==> src/rtl/cfgw_pkg.sv <==
package cfgw_pkg;

  localparam int CHAN_N   = 2;
  localparam int DATA_W   = 16;
  localparam int IDX_W    = 3;
  localparam int IDX_LAST = 6;
  localparam int CLK_W    = 5;
  localparam int RA_W     = 10;

  localparam logic [DATA_W-1:0] CMD_BASE_PRI = 16'h01F0;
  localparam logic [DATA_W-1:0] CTL_BASE_PRI = 16'h03F6;
  localparam logic [DATA_W-1:0] SEC_XOR      = 16'h0080;
  localparam logic [7:0]        GEN_RST      = 8'h01;
  localparam logic [7:0]        DTIM_RST     = 8'hF5;
  localparam logic [7:0]        CTIM_RST     = 8'hDE;
  localparam logic [7:0]        PTR_RST      = 8'h50;

  typedef enum logic [IDX_W-1:0] {
    IX_CMD_BASE = 3'd0,
    IX_GEN      = 3'd1,
    IX_RA_LO    = 3'd2,
    IX_RA_CFG   = 3'd3,
    IX_CTL_BASE = 3'd4,
    IX_DTIM     = 3'd5,
    IX_CTIM     = 3'd6,
    IX_NONE     = 3'd7
  } idx_e;

  typedef struct packed {
    logic [CLK_W-1:0] setup;
    logic [CLK_W-1:0] hold;
    logic [CLK_W-1:0] active;
  } timing_t;

  function automatic logic [DATA_W-1:0] cmd_base_rst(input int ch);
    return (ch == 0) ? CMD_BASE_PRI : (CMD_BASE_PRI ^ SEC_XOR);
  endfunction

  function automatic logic [DATA_W-1:0] ctl_base_rst(input int ch);
    return (ch == 0) ? CTL_BASE_PRI : (CTL_BASE_PRI ^ SEC_XOR);
  endfunction

endpackage

==> src/rtl/cfgw_timing_dec.sv <==
module cfgw_timing_dec
  import cfgw_pkg::*;
(
  input  logic [7:0] code,
  output timing_t    clocks
);

  logic [1:0] su_code;
  logic [2:0] ho_code;
  logic [2:0] ac_code;

  assign su_code = code[7:6];
  assign ho_code = code[5:3];
  assign ac_code = code[2:0];

  always_comb begin
    clocks.setup = {3'b000, su_code} + 5'd1;
    case (ho_code)
      3'd6:    clocks.hold = 5'd8;
      3'd7:    clocks.hold = 5'd12;
      default: clocks.hold = {2'b00, ho_code} + 5'd1;
    endcase
    case (ac_code)
      3'd5:    clocks.active = 5'd8;
      3'd6:    clocks.active = 5'd12;
      3'd7:    clocks.active = 5'd16;
      default: clocks.active = {2'b00, ac_code} + 5'd2;
    endcase
  end

endmodule

==> src/rtl/cfgw_pointer.sv <==
module cfgw_pointer
  import cfgw_pkg::*;
(
  input  logic             clk,
  input  logic             rst_n,
  input  logic             acc_en,
  input  logic             acc_wr,
  input  logic             acc_ptr,
  input  logic [7:0]       wdata,
  output logic [IDX_W-1:0] idx,
  output logic             chan,
  output logic             autoinc,
  output logic             wait1,
  output logic             burst_off,
  output logic             devsel_med,
  output logic [7:0]       rdata
);

  logic [IDX_W-1:0] idx_q, idx_d;
  logic             chan_q, chan_d;
  logic             auto_q, auto_d;
  logic             wait_q, wait_d;
  logic             boff_q, boff_d;
  logic             dsel_q, dsel_d;
  logic             ptr_wr;
  logic             data_acc;
  logic             step;
  logic             load_en;

  assign ptr_wr   = acc_en & acc_wr & acc_ptr;
  assign data_acc = acc_en & ~acc_ptr;
  assign step     = data_acc & auto_q;
  assign load_en  = ptr_wr | step;

  always_comb begin
    idx_d  = idx_q;
    chan_d = chan_q;
    auto_d = auto_q;
    wait_d = wait_q;
    boff_d = boff_q;
    dsel_d = dsel_q;
    if (ptr_wr) begin
      idx_d  = wdata[2:0];
      chan_d = wdata[3];
      dsel_d = wdata[4];
      boff_d = wdata[5];
      wait_d = wdata[6];
      auto_d = wdata[7];
    end else if (step) begin
      if (idx_q >= IDX_W'(IDX_LAST)) idx_d = '0;
      else                           idx_d = idx_q + 1'b1;
    end
  end

  always_ff @(posedge clk or negedge rst_n) begin
    if (!rst_n) begin
      idx_q  <= PTR_RST[2:0];
      chan_q <= PTR_RST[3];
      dsel_q <= PTR_RST[4];
      boff_q <= PTR_RST[5];
      wait_q <= PTR_RST[6];
      auto_q <= PTR_RST[7];
    end else if (load_en) begin
      idx_q  <= idx_d;
      chan_q <= chan_d;
      dsel_q <= dsel_d;
      boff_q <= boff_d;
      wait_q <= wait_d;
      auto_q <= auto_d;
    end
  end

  assign idx        = idx_q;
  assign chan       = chan_q;
  assign autoinc    = auto_q;
  assign wait1      = wait_q;
  assign burst_off  = boff_q;
  assign devsel_med = dsel_q;
  assign rdata      = {auto_q, wait_q, 1'b0, dsel_q, chan_q, idx_q};

  assert_ptr_load_R2: assert property (@(posedge clk) disable iff (!rst_n)
    ptr_wr |=> (idx_q == $past(wdata[2:0])) && (chan_q == $past(wdata[3])));

  assert_wrap_R9: assert property (@(posedge clk) disable iff (!rst_n)
    (data_acc && auto_q && idx_q >= 3'd6) |=> (idx_q == 3'd0));

  assert_step_R9: assert property (@(posedge clk) disable iff (!rst_n)
    (data_acc && auto_q && idx_q < 3'd6) |=> (idx_q == $past(idx_q) + 3'd1) && $stable(chan_q));

  assert_hold_R10: assert property (@(posedge clk) disable iff (!rst_n)
    (data_acc && !auto_q) |=> $stable(idx_q));

endmodule

==> src/rtl/cfgw_bank.sv <==
module cfgw_bank
  import cfgw_pkg::*;
#(
  parameter logic [DATA_W-1:0] CMD_RST = CMD_BASE_PRI,
  parameter logic [DATA_W-1:0] CTL_RST = CTL_BASE_PRI
) (
  input  logic              clk,
  input  logic              rst_n,
  input  logic              wr_en,
  input  logic [IDX_W-1:0]  idx,
  input  logic [DATA_W-1:0] wdata,
  output logic [DATA_W-1:0] rdata,
  output logic [DATA_W-1:0] cmd_base,
  output logic [DATA_W-1:0] ctl_base,
  output logic [7:0]        gen_flags,
  output logic [RA_W-1:0]   ra_count,
  output logic              ra_en,
  output logic              mode4_en,
  output logic              fifo_clear,
  output timing_t           dat_tim,
  output timing_t           cmd_tim
);

  localparam int TIM_N = 2;

  logic [DATA_W-1:0]       cmd_q, cmd_d;
  logic [DATA_W-1:0]       ctl_q, ctl_d;
  logic [7:0]              gen_q, gen_d;
  logic [7:0]              ralo_q, ralo_d;
  logic [3:0]              racfg_q, racfg_d;
  logic [TIM_N-1:0][7:0]   tim_q, tim_d;
  logic                    flush_q, flush_d;
  timing_t                 tim_dec [TIM_N];

  always_comb begin
    cmd_d   = cmd_q;
    ctl_d   = ctl_q;
    gen_d   = gen_q;
    ralo_d  = ralo_q;
    racfg_d = racfg_q;
    tim_d   = tim_q;
    flush_d = 1'b0;
    if (wr_en) begin
      case (idx_e'(idx))
        IX_CMD_BASE: cmd_d    = wdata;
        IX_GEN:      gen_d    = wdata[7:0];
        IX_RA_LO:    ralo_d   = wdata[7:0];
        IX_RA_CFG: begin
          racfg_d = {wdata[7], wdata[4], wdata[1:0]};
          flush_d = wdata[6];
        end
        IX_CTL_BASE: ctl_d    = wdata;
        IX_DTIM:     tim_d[0] = wdata[7:0];
        IX_CTIM:     tim_d[1] = wdata[7:0];
        default: ;
      endcase
    end
  end

  always_ff @(posedge clk or negedge rst_n) begin
    if (!rst_n) begin
      cmd_q   <= CMD_RST;
      ctl_q   <= CTL_RST;
      gen_q   <= GEN_RST;
      ralo_q  <= '0;
      racfg_q <= '0;
      tim_q   <= {CTIM_RST, DTIM_RST};
      flush_q <= 1'b0;
    end else begin
      if (wr_en) begin
        cmd_q   <= cmd_d;
        ctl_q   <= ctl_d;
        gen_q   <= gen_d;
        ralo_q  <= ralo_d;
        racfg_q <= racfg_d;
        tim_q   <= tim_d;
      end
      flush_q <= flush_d;
    end
  end

  always_comb begin
    case (idx_e'(idx))
      IX_CMD_BASE: rdata = cmd_q;
      IX_GEN:      rdata = {8'h00, gen_q & 8'hFB};
      IX_CTL_BASE: rdata = ctl_q;
      IX_DTIM:     rdata = {8'h00, tim_q[0]};
      IX_CTIM:     rdata = {8'h00, tim_q[1]};
      default:     rdata = '0;
    endcase
  end

  for (genvar t = 0; t < TIM_N; t++) begin : g_tim
    cfgw_timing_dec u_dec (
      .code   (tim_q[t]),
      .clocks (tim_dec[t])
    );
  end

  assign cmd_base   = cmd_q;
  assign ctl_base   = ctl_q;
  assign gen_flags  = gen_q;
  assign ra_count   = {racfg_q[1:0], ralo_q};
  assign ra_en      = racfg_q[3];
  assign mode4_en   = racfg_q[2];
  assign fifo_clear = flush_q;
  assign dat_tim    = tim_dec[0];
  assign cmd_tim    = tim_dec[1];

  assert_flush_src_R7: assert property (@(posedge clk) disable iff (!rst_n)
    flush_q |-> $past(wr_en && idx == 3'd3 && wdata[6]));

  assert_empty_slot_R11: assert property (@(posedge clk) disable iff (!rst_n)
    (wr_en && idx == 3'd7) |=> $stable(cmd_q) && $stable(ctl_q) && $stable(gen_q)
      && $stable(ralo_q) && $stable(racfg_q) && $stable(tim_q));

  assert_ra_keep_R7: assert property (@(posedge clk) disable iff (!rst_n)
    !wr_en |=> $stable(racfg_q) && $stable(ralo_q));

endmodule

==> src/rtl/chan_cfg_window.sv <==
module chan_cfg_window
  import cfgw_pkg::*;
(
  input  logic                          clk,
  input  logic                          rst_n,
  input  logic                          acc_en,
  input  logic                          acc_wr,
  input  logic                          acc_ptr,
  input  logic [DATA_W-1:0]             acc_wdata,
  output logic [DATA_W-1:0]             acc_rdata,
  output logic [IDX_W-1:0]              ptr_index,
  output logic                          ptr_chan,
  output logic                          ptr_autoinc,
  output logic                          ptr_wait1,
  output logic                          ptr_burst_off,
  output logic                          ptr_devsel_med,
  output logic [CHAN_N-1:0][DATA_W-1:0] cmd_base,
  output logic [CHAN_N-1:0][DATA_W-1:0] ctl_base,
  output logic [CHAN_N-1:0]             dma_en,
  output logic [CHAN_N-1:0]             drv_reset,
  output logic [CHAN_N-1:0]             iordy_en,
  output logic [CHAN_N-1:0]             port8,
  output logic [CHAN_N-1:0]             irq_low,
  output logic [CHAN_N-1:0]             pwr_save,
  output logic [CHAN_N-1:0]             bm_mode,
  output logic [CHAN_N-1:0]             io_en,
  output logic [CHAN_N-1:0][RA_W-1:0]   ra_count,
  output logic [CHAN_N-1:0]             ra_en,
  output logic [CHAN_N-1:0]             mode4_en,
  output logic [CHAN_N-1:0]             fifo_clear,
  output logic [CHAN_N-1:0][CLK_W-1:0]  dat_setup,
  output logic [CHAN_N-1:0][CLK_W-1:0]  dat_hold,
  output logic [CHAN_N-1:0][CLK_W-1:0]  dat_active,
  output logic [CHAN_N-1:0][CLK_W-1:0]  cmd_setup,
  output logic [CHAN_N-1:0][CLK_W-1:0]  cmd_hold,
  output logic [CHAN_N-1:0][CLK_W-1:0]  cmd_active
);

  localparam int SYNC_N = 2;

  logic [SYNC_N-1:0]             rst_pipe;
  logic                          rst_core_n;
  logic [7:0]                    ptr_rd;
  logic [CHAN_N-1:0][DATA_W-1:0] bank_rd;
  logic [CHAN_N-1:0][7:0]        gen_w;
  timing_t                       dtim_w [CHAN_N];
  timing_t                       ctim_w [CHAN_N];

  always_ff @(posedge clk or negedge rst_n) begin
    if (!rst_n) rst_pipe <= '0;
    else        rst_pipe <= {rst_pipe[SYNC_N-2:0], 1'b1};
  end
  assign rst_core_n = rst_pipe[SYNC_N-1];

  cfgw_pointer u_ptr (
    .clk        (clk),
    .rst_n      (rst_core_n),
    .acc_en     (acc_en),
    .acc_wr     (acc_wr),
    .acc_ptr    (acc_ptr),
    .wdata      (acc_wdata[7:0]),
    .idx        (ptr_index),
    .chan       (ptr_chan),
    .autoinc    (ptr_autoinc),
    .wait1      (ptr_wait1),
    .burst_off  (ptr_burst_off),
    .devsel_med (ptr_devsel_med),
    .rdata      (ptr_rd)
  );

  for (genvar g = 0; g < CHAN_N; g++) begin : g_bank
    logic bank_wr;
    assign bank_wr = acc_en & acc_wr & ~acc_ptr & (ptr_chan == 1'(g));

    cfgw_bank #(
      .CMD_RST (cmd_base_rst(g)),
      .CTL_RST (ctl_base_rst(g))
    ) u_bank (
      .clk        (clk),
      .rst_n      (rst_core_n),
      .wr_en      (bank_wr),
      .idx        (ptr_index),
      .wdata      (acc_wdata),
      .rdata      (bank_rd[g]),
      .cmd_base   (cmd_base[g]),
      .ctl_base   (ctl_base[g]),
      .gen_flags  (gen_w[g]),
      .ra_count   (ra_count[g]),
      .ra_en      (ra_en[g]),
      .mode4_en   (mode4_en[g]),
      .fifo_clear (fifo_clear[g]),
      .dat_tim    (dtim_w[g]),
      .cmd_tim    (ctim_w[g])
    );

    assign dma_en[g]     = gen_w[g][7];
    assign drv_reset[g]  = gen_w[g][6];
    assign iordy_en[g]   = gen_w[g][5];
    assign port8[g]      = gen_w[g][4];
    assign irq_low[g]    = gen_w[g][3];
    assign pwr_save[g]   = gen_w[g][2];
    assign bm_mode[g]    = gen_w[g][1];
    assign io_en[g]      = gen_w[g][0];
    assign dat_setup[g]  = dtim_w[g].setup;
    assign dat_hold[g]   = dtim_w[g].hold;
    assign dat_active[g] = dtim_w[g].active;
    assign cmd_setup[g]  = ctim_w[g].setup;
    assign cmd_hold[g]   = ctim_w[g].hold;
    assign cmd_active[g] = ctim_w[g].active;
  end

  assign acc_rdata = acc_ptr ? {8'h00, ptr_rd} : bank_rd[ptr_chan];

  assert_wo_zero_R4: assert property (@(posedge clk) disable iff (!rst_core_n)
    (acc_en && !acc_wr && !acc_ptr && (ptr_index == 3'd2 || ptr_index == 3'd3))
      |-> (acc_rdata == 16'h0000));

  assert_empty_read_R11: assert property (@(posedge clk) disable iff (!rst_core_n)
    (acc_en && !acc_wr && !acc_ptr && ptr_index == 3'd7) |-> (acc_rdata == 16'h0000));

  assert_ptr_bit5_R2: assert property (@(posedge clk) disable iff (!rst_core_n)
    (acc_en && acc_ptr) |-> (acc_rdata[15:8] == 8'h00) && !acc_rdata[5]);

  assert_isolate_R12: assert property (@(posedge clk) disable iff (!rst_core_n)
    (acc_en && acc_wr && !acc_ptr) |=> $stable(cmd_base[~$past(ptr_chan)]));

  assert_flush_onehot_R7: assert property (@(posedge clk) disable iff (!rst_core_n)
    $onehot0(fifo_clear));

endmodule

==> config.mk <==
export PLATFORM = sky130hd
export DESIGN_NAME = chan_cfg_window
export DESIGN_NICKNAME = d
export VERILOG_FILES = /design/src/rtl/cfgw_pkg.sv /design/src/rtl/cfgw_timing_dec.sv /design/src/rtl/cfgw_pointer.sv /design/src/rtl/cfgw_bank.sv /design/src/rtl/chan_cfg_window.sv
export SDC_FILE = /design/constraint.sdc
export NUM_CORES = 1
export LEC_CHECK = 0
export BUFFER_PORTS_ARGS = -buffer_cell sky130_fd_sc_hd__clkbuf_2
export CORE_AREA = 8 8 106 205
export DETAILED_ROUTE_END_ITERATION = 12
export DIE_AREA = 0 0 114 213
export PLACE_DENSITY_LB_ADDON = 0.08
export SYNTH_ARGS = -nofsm -noshare
export SYNTH_HDL_FRONTEND = slang
export SYNTH_HIERARCHICAL = 1
export SYNTH_SLANG_ARGS = --single-unit
export TNS_END_PERCENT = 1
==> constraint.sdc <==
create_clock -name clk -period 8.4 [get_ports clk]
set_input_delay 1.68 -clock clk [delete_from_list [all_inputs] [get_ports clk]]
set_output_delay 1.68 -clock clk [all_outputs]
set_load 0.005 [all_outputs]
* Word level (Yosys, flattened, before mapping)
Cells that the tools add are included.
** Storage, ports and cells
- Bits in read-only memories :: 0
- Bits in latches :: 0
- RAM bits :: 0
- Memories :: 0
- Bits in registers :: 148
** Cells by class
- Reduce and logical (&&, ||, !) cells :: 18
- $add $sub $neg :: 13
- Bitwise operators :: 10
- Div/mod/pow operators :: 0
- $lt $le $gt $ge :: 2
- Equal/unequal tests :: 26
- Mux-type cells :: 19
- Shift operators :: 0
- Multipliers :: 0
** Operator list (number)
- $pmux 16 s5 :: 2
- $eq 3x3->1 const B :: 23
- $pmux 5 s3 :: 4
- $mux 16 :: 3
- $pmux 4 s2 :: 4
- $reduce_and 2->1 :: 16
- $add 3x1->4 const B :: 4
- $add 3x2->4 const B :: 4
- $add 2x1->3 const B :: 4
- $mux 3 :: 3
- $and 1x1->1 :: 7
- $eq 3x2->1 const B :: 2
- $add 3x1->3 const B :: 1
- $eq 3x1->1 const B :: 1
- $ge 3x3->1 const B :: 1
- $logic_not 3->1 :: 1
- $mux 1 :: 3
- $lt 1x2->1 const B :: 1
- $not 1->1 :: 2
- $reduce_bool 2->1 :: 1
- $or 1x1->1 :: 1

* Longest topological paths before layout
Gate-level depths: netlist of run 1.
- Depth after elaboration :: 5
- Mapped depth :: 7
- Mapped depth without buffers :: 5

* Cells and area by module
The synthesis of run 1 kept the hierarchy.
** Modules (own cells, without submodules)
- cfgw_bank (g_bank[0].u_bank) :: times used 1, cells an instance 223, area an instance 3170.5 sq um
- cfgw_bank (g_bank[1].u_bank) :: times used 1, cells an instance 223, area an instance 3168.0 sq um
- cfgw_timing_dec :: times used 4, cells an instance 24, area an instance 155.1 sq um
- cfgw_pointer :: times used 1, cells an instance 42, area an instance 485.5 sq um
- chan_cfg_window :: times used 1, cells an instance 51, area an instance 381.6 sq um

* Worst setup path after synthesis of run 1
No wires, ideal clock.
- Path kind :: in2out
- Start :: in acc_ptr
- End :: out acc_rdata[6]
- Required time :: 6720 ps
- Data arrival time :: 2166 ps
- Stages on the path :: 3
- Setup slack :: 4554 ps
- Cell sequence :: clkbuf_2 > buf_2 > o21ai_0
** Between the ends
- Word-level cells in the longest chain between the ends :: 1
** Ends and longest elaborated chain
- start, declared :: RTL line chan_cfg_window.sv:8 : input logic acc_ptr,
- $mux 16 :: RTL line chan_cfg_window.sv:112 : assign acc_rdata = acc_ptr ? {8'h00, ptr_rd} : bank_rd[ptr_chan];
- end, declared :: RTL line chan_cfg_window.sv:10 : output logic [DATA_W-1:0] acc_rdata,
No other way between the ends.

==> results of run 1 <==
==> logic make-up after synthesis <==
| kind of cell | count (synthesis) | synth area share |
|---|---|---|
| and+or+nand+nor | 114 | 0.0908 |
| adders and majority gates | 14 | 0.0224 |
| muxes | 191 | 0.267 |
| AOI/OAI and AO/OA | 77 | 0.0705 |
| other | 6 | 0.00288 |
| xor gates and xnor gates | 4 | 0.00448 |
| buffers and inverters | 81 | 0.0609 |
| DFF | 148 | 0.482 |
==> worst max path at each step <==
stage,from,end,slack (ns),cells after the start
final,u_ptr/idx[0],acc_rdata[2],3.74,7
after global routing,u_ptr/idx[0],acc_rdata[2],3.55,7
after CTS,u_ptr/idx[0],acc_rdata[2],3.73,7
after detailed placement,acc_ptr,acc_rdata[5],4.11,3
after global placement,acc_ptr,acc_rdata[5],4.08,3
after floorplan,rst_pipe[1],g_bank[0].u_bank/cmd_base[0],4.06,0
==> per-layer routing <==
| metal | up-vias | track usage |
|---|---|---|
| met5 | - | 0 |
| met4 | 0 | 0.0629 |
| met3 | 16 | 0.0473 |
| met2 | 173 | 0.326 |
| met1 | 2730 | 0.229 |
| li1 | 2573 | - |
==> layout make-up <==
type                       instances  share of cell area
clock buffer                      23              0.0495
sequential                       148               0.399
timing repair buffer             203               0.109
multi-input combinational        414               0.382
clock inverter                     9              0.0136
inverter                          31              0.0123
tap                              259              0.0343
==> stage by stage <==
| stage | instances | cell area [sq um] |
|---|---|---|
| after floorplan | 643 | 7860 |
| after global placement | 1055 | 8850 |
| after detailed placement | 1055 | 8850 |
| after CTS | 1087 | 9450 |
| after global routing | 1087 | 9450 |
| final | 1087 | 9450 |
==> registers in the layout, summed over array words and instances (netlist names) <==
| name | flops |
|---|---|
| g_bank.u_bank/cmd_base | 32 |
| g_bank.u_bank/ctl_base | 32 |
| g_bank.u_bank/tim_q | 32 |
| g_bank.u_bank/gen_flags | 16 |
| g_bank.u_bank/ralo_q | 16 |
| g_bank.u_bank/racfg_q | 8 |
| u_ptr/idx | 3 |
| g_bank.u_bank/fifo_clear | 2 |
| rst_pipe | 2 |
| u_ptr/autoinc | 1 |
| u_ptr/burst_off | 1 |
| u_ptr/chan | 1 |
| u_ptr/devsel_med | 1 |
| u_ptr/wait1 | 1 |
==> worst max-delay path, cell delays in order, from the launching register on <==
cell	delay [ns]
dfrtp_2	0.80
buf_4	0.40
nor2b_1	0.41
a22oi_1	0.20
a31oi_1	0.21
mux2i_1	0.09
o21ai_0	0.27
clkbuf_2	0.17
==> power by group <==
part	internal, uW	switching [uW]
Clock	482	290
Sequential	1030	268
Combinational	576	545
==> cells in the mapped netlist (all sizes together) (8+ instances only) <==
master | count | area share
o21ai | 16 | 0.010
buf | 43 | 0.043
ha | 14 | 0.022
dfrtp | 96 | 0.31
nor2 | 46 | 0.032
a22o | 12 | 0.013
dfstp | 52 | 0.17
o32ai | 12 | 0.013
a21oi | 10 | 0.0064
mux2i | 52 | 0.067
nand2 | 24 | 0.012
a21o | 12 | 0.012
inv | 31 | 0.015
nor2b | 8 | 0.0064
mux2 | 139 | 0.20
==> cell usage in the layout (no fill, tap or decap), types with 14 or more instances in the layout <==
cell         n
clkbuf_16   17
clkbuf_2   198
conb_1      14
dfrtp_1     93
dfstp_2     52
ha_1        14
inv_1       31
mux2_1      20
mux2_2     119
mux2i_1     52
nand2_1     24
nor2_1      40
o21ai_0     16
==> flow_summary_export.csv, run 1 <==
group,metric,value,unit
finish,fillers,1804,
clock_network,root_buffer,"clkbuf_16",
timing,tightest_slew,1.11,ns
worst_setup_path,worstReg2RegStart,"u_ptr/chan",
synth,synth-warning-count,6,
route,postRouteAntennaNets,0,
timing,layout_min_cycle_time,4.66,ns
run_status,outcome,"completed",
synth,ys.flop_type,"dfrtp_1",
global_routing,antenna_found_initial,0,
worst_setup_path,worstPathRequired,6.72,ns
finish,layout-drive-gt1-share,0.516,
worst_setup_path,ff2ff_path_depth,4,
timing,fmax,215,MHz
worst_setup_path,critPathLaunchType,"flop",
timing,clock-skew-final,0.00801,ns
synth,ys_ff_latch,148,
floorplanning,fp.dieW,114,um
placed_design,portBuffers,198,
timing,timing.hold.ws,0.112,ns
synth,syn_avg_cell_area,12.3,sq um
clock_network,path_clk_slew,0.06,ns
worst_setup_path,cp-end-kind,"output pin",
clock_network,clock_latency,0.42,ns
synth,synthArstFlopShare,1.00,
finish,fin_util,0.495,
placed_design,dp_hpwl,16300,um
clock_network,postCtsSetupBuffers,0,
floorplanning,core_area,19100,sq um
clock_network,htree_num_levels,4,
clock_network,hold_buffers,0,
power,total_power,3190,uW
power,power.density,337,nW/um^2
timing,finalCritPeriodShare,0.554,
timing,relSlewSlack,0.261,
synth,synth_cells,635,
hold_path,min_path_type,"reg -> async",
route,wl_met2,11600,um
route,drt_first_pass_iters,4,
finish,nNetsFinal,850,
clock_network,cts_buffers,17,
clock_network,cts_buffer_depth,2,
route,via_per_inst,5.05,
finish,multi_input_area,3610,sq um
global_routing,overflow,0,
power,peakVddDrop,0.168,mV
synth,yosysSeqAreaShare,0.482,
global_routing,grt_pass1_vias,5804,
timing,setup-violations-final,0,
route,highest_layer,"met4",
timing,slew_viol_final,0,
flow_run,max-cap-violations,0,
synth,synth_edf_count,0,
placed_design,place_ws,4.11,ns
route,dr.first_iter.drc_count,236,
clock_network,cts_tree,"built",
route,drcViolationCount,0,
timing,hold_viol,0,
finish,seq_area,3770,sq um
worst_setup_path,worstPathArrival,2.98,ns
worst_setup_path,crit_fanout,33,
power,p_leak,0.00478,uW
worst_setup_path,path_class,"reg -> out",
floorplanning,start_util,0.410,
route,finalWirelength,22700,um
global_routing,grt_max_degree,84,
finish,antenna_cells,0,
clock_network,post_cts_resized,0,
placed_design,gp_congestion,0.775,
floorplanning,fp-row-count,72,
floorplanning,die_h,213,um
route,dr_wl_met3,1540,um
global_routing,grt_use_total,0.191,
timing,rsz0062_at_grt,"false",
synth,yosys.cell_types.count,50,
timing,tns,0,ns
worst_setup_path,reg2reg_to,"g_bank[1].u_bank/ralo_q[3]",
timing,setup_slack,3.74,ns
finish,areaGrowthSynthToFinish,20.8,%
floorplanning,die-area,24300,sq um
global_routing,grt_first_pass_wirelength,34900,um
route,vias,5492,
route,met1_length,9340,um
clock_network,cts.sinks,148,
route,post_drt_wl_per_cell,20.9,um
synth,synth_area,7830,sq um
floorplanning,top_level_ports,211,
worst_setup_path,r2r_slack,5.37,ns
Power figures use the tool's default switching activity.
==> run 2: changes to the inputs <==
==> constraint.sdc (replaced) <==
create_clock -name clk -period 3.82 [get_ports clk]
set_input_delay 0.764 -clock clk [delete_from_list [all_inputs] [get_ports clk]]
set_output_delay 0.764 -clock clk [all_outputs]
set_load 0.005 [all_outputs]
==> run 2 against run 1 <==
Effect of this change: via count is 2.1% higher; flip-flop and latch count unchanged; register-to-register slack worse by 3.7 ns; critical endpoint is now acc_rdata[5].
==> flow_summary_export.csv, run 2 (synthesized netlist as in run 1, its figures left out) <==
group,metric,value,unit
route,via_per_inst,5.15,
clock_network,cts_buffers,17,
power,p_sw_frac,0.352,
worst_setup_path,worstPathRequired,3.06,ns
power,combinationalPowerShare,0.351,
route,post_drt_wl_per_cell,21.3,um
worst_setup_path,crit_fanout,27,
timing,relSlewSlack,0.573,
global_routing,grt_max_degree,74,
floorplanning,start_util,0.410,
floorplanning,core_area,19100,sq um
power,peakVddDrop,0.360,mV
placed_design,portBuffers,198,
worst_setup_path,cp-end-kind,"output pin",
timing,slew_viol_final,0,
power,p_seq_frac,0.415,
finish,fillers,1830,
power,clkPwrFrac,0.234,
timing,hold_viol,0,
clock_network,path_clk_slew,0.06,ns
finish,areaGrowthSynthToFinish,21.1,%
finish,layout-drive-gt1-share,0.521,
clock_network,htree_num_levels,4,
floorplanning,die_h,213,um
timing,rsz0062_at_grt,"false",
placed_design,dp_hpwl,16900,um
worst_setup_path,path_class,"reg -> out",
placed_design,placed_cells,1058,
route,drcViolationCount,0,
timing,fmax,292,MHz
clock_network,cts_tree,"built",
global_routing,grt_first_pass_wirelength,35000,um
global_routing,overflow,0,
global_routing,antenna_found_initial,0,
power,p_switching,2460,uW
placed_design,gp_congestion,0.782,
route,finalWirelength,23200,um
global_routing,grt_use_total,0.193,
timing,finalCritPeriodShare,0.898,
global_routing,grt_pass1_vias,5772,
floorplanning,die-area,24300,sq um
power,p_leak,0.00479,uW
floorplanning,top_level_ports,211,
hold_path,min_path_type,"in -> async",
clock_network,root_buffer,"clkbuf_16",
finish,final_cells,1090,
route,dr.first_iter.drc_count,266,
floorplanning,fp-row-count,72,
clock_network,clock_latency,0.42,ns
run_status,outcome,"completed",
finish,antenna_cells,0,
power,p_int,4520,uW
finish,layout_commonest_cell,"clkbuf_2",
clock_network,hold_buffers,0,
floorplanning,fp.dieW,114,um
timing,tightest_slew,0.641,ns
power,power.density,736,nW/um^2
clock_network,cts_buffer_depth,2,
finish,nNetsFinal,853,
clock_network,cts.sinks,148,
flow_run,max-cap-violations,0,
finish,final_cell_mix,"198 x clkbuf_2, 119 x mux2_2, 93 x dfrtp_1, 52 x mux2i_1, 52 x dfstp_2",
clock_network,post_cts_resized,0,
route,postRouteAntennaNets,0,
timing,layout_min_cycle_time,3.43,ns
clock_network,postCtsSetupBuffers,0,
timing,setup-violations-final,0,
timing,setup_slack,0.391,ns
route,vias,5610,
route,drt_first_pass_iters,5,
placed_design,place_ws,0.861,ns
timing,tns,0,ns
worst_setup_path,critPathLaunchType,"flop",
worst_setup_path,worstPathArrival,2.66,ns
timing,clock-skew-final,0.00672,ns
[run 2: final cells by class]
class	count	area, sq um	share of cell area
repair buffers	206	1080	0.114
well taps	259	324	0.0342
flip-flops and latches	148	3770	0.398
inverters	31	116	0.0123
multi-input cells	414	3610	0.381
clock inverters	13	134	0.0141
clock buffers	19	443	0.0467
[run 2: path summary, 6_finish.rpt]
| kind | from | end | slack, ns | cells past startpoint |
|---|---|---|---|---|
| worst max register to register | u_ptr/chan | g_bank[1].u_bank/ralo_q[4] | 1.64 | 4 |
| worst max-delay path | u_ptr/idx[2] | acc_rdata[5] | 0.39 | 6 |
| max in group asynchronous | rst_pipe[1] | u_ptr/idx[0] | 2.58 | 1 |
| worst min register to register | rst_pipe[1] | g_bank[1].u_bank/racfg_q[1] | 0.23 | 0 |
| worst min-delay path | rst_n | rst_pipe[1] | 0.12 | 1 |
| min in group clk | rst_pipe[0] | rst_pipe[1] | 0.36 | 0 |
[run 2: per-layer routing]
metal | vias up | routed length [um] | global-route usage
met2 | 176 | 11700 | 0.320
met3 | 33 | 1430 | 0.0518
met5 | - | 0 | 0
li1 | 2593 | - | -
met4 | 0 | 535 | 0.0791
met1 | 2808 | 9470 | 0.232
[run 2: stage by stage]
step	util	cell area [sq um]	power [uW]	hold WS [ns]
2_1_floorplan	-	7860	4250	0.331
3_3_place_gp	0.466	8900	5370	0.240
3_5_place_dp	0.466	8900	5420	0.243
4_1_cts	0.496	9480	7090	0.0976
5_1_grt	0.496	9480	7430	0.101
6_report	0.496	9480	6980	0.116
[run 2: critical path, cell delays in order (launching register included)]
cell	delay, ns
dfrtp_2	0.69
nand2b_1	0.37
o32ai_1	0.56
a21o_1	0.14
mux2i_1	0.06
o21ai_0	0.25
clkbuf_2	0.17
[run 2: power groups by stage]
stage	Clock [uW]	Sequential [uW]	Combinational, uW
2_1_floorplan	0	2750	1500
3_3_place_gp	0	2920	2450
3_5_place_dp	0	2930	2500
4_1_cts	1680	2910	2510
5_1_grt	1740	3000	2700
6_report	1630	2890	2450
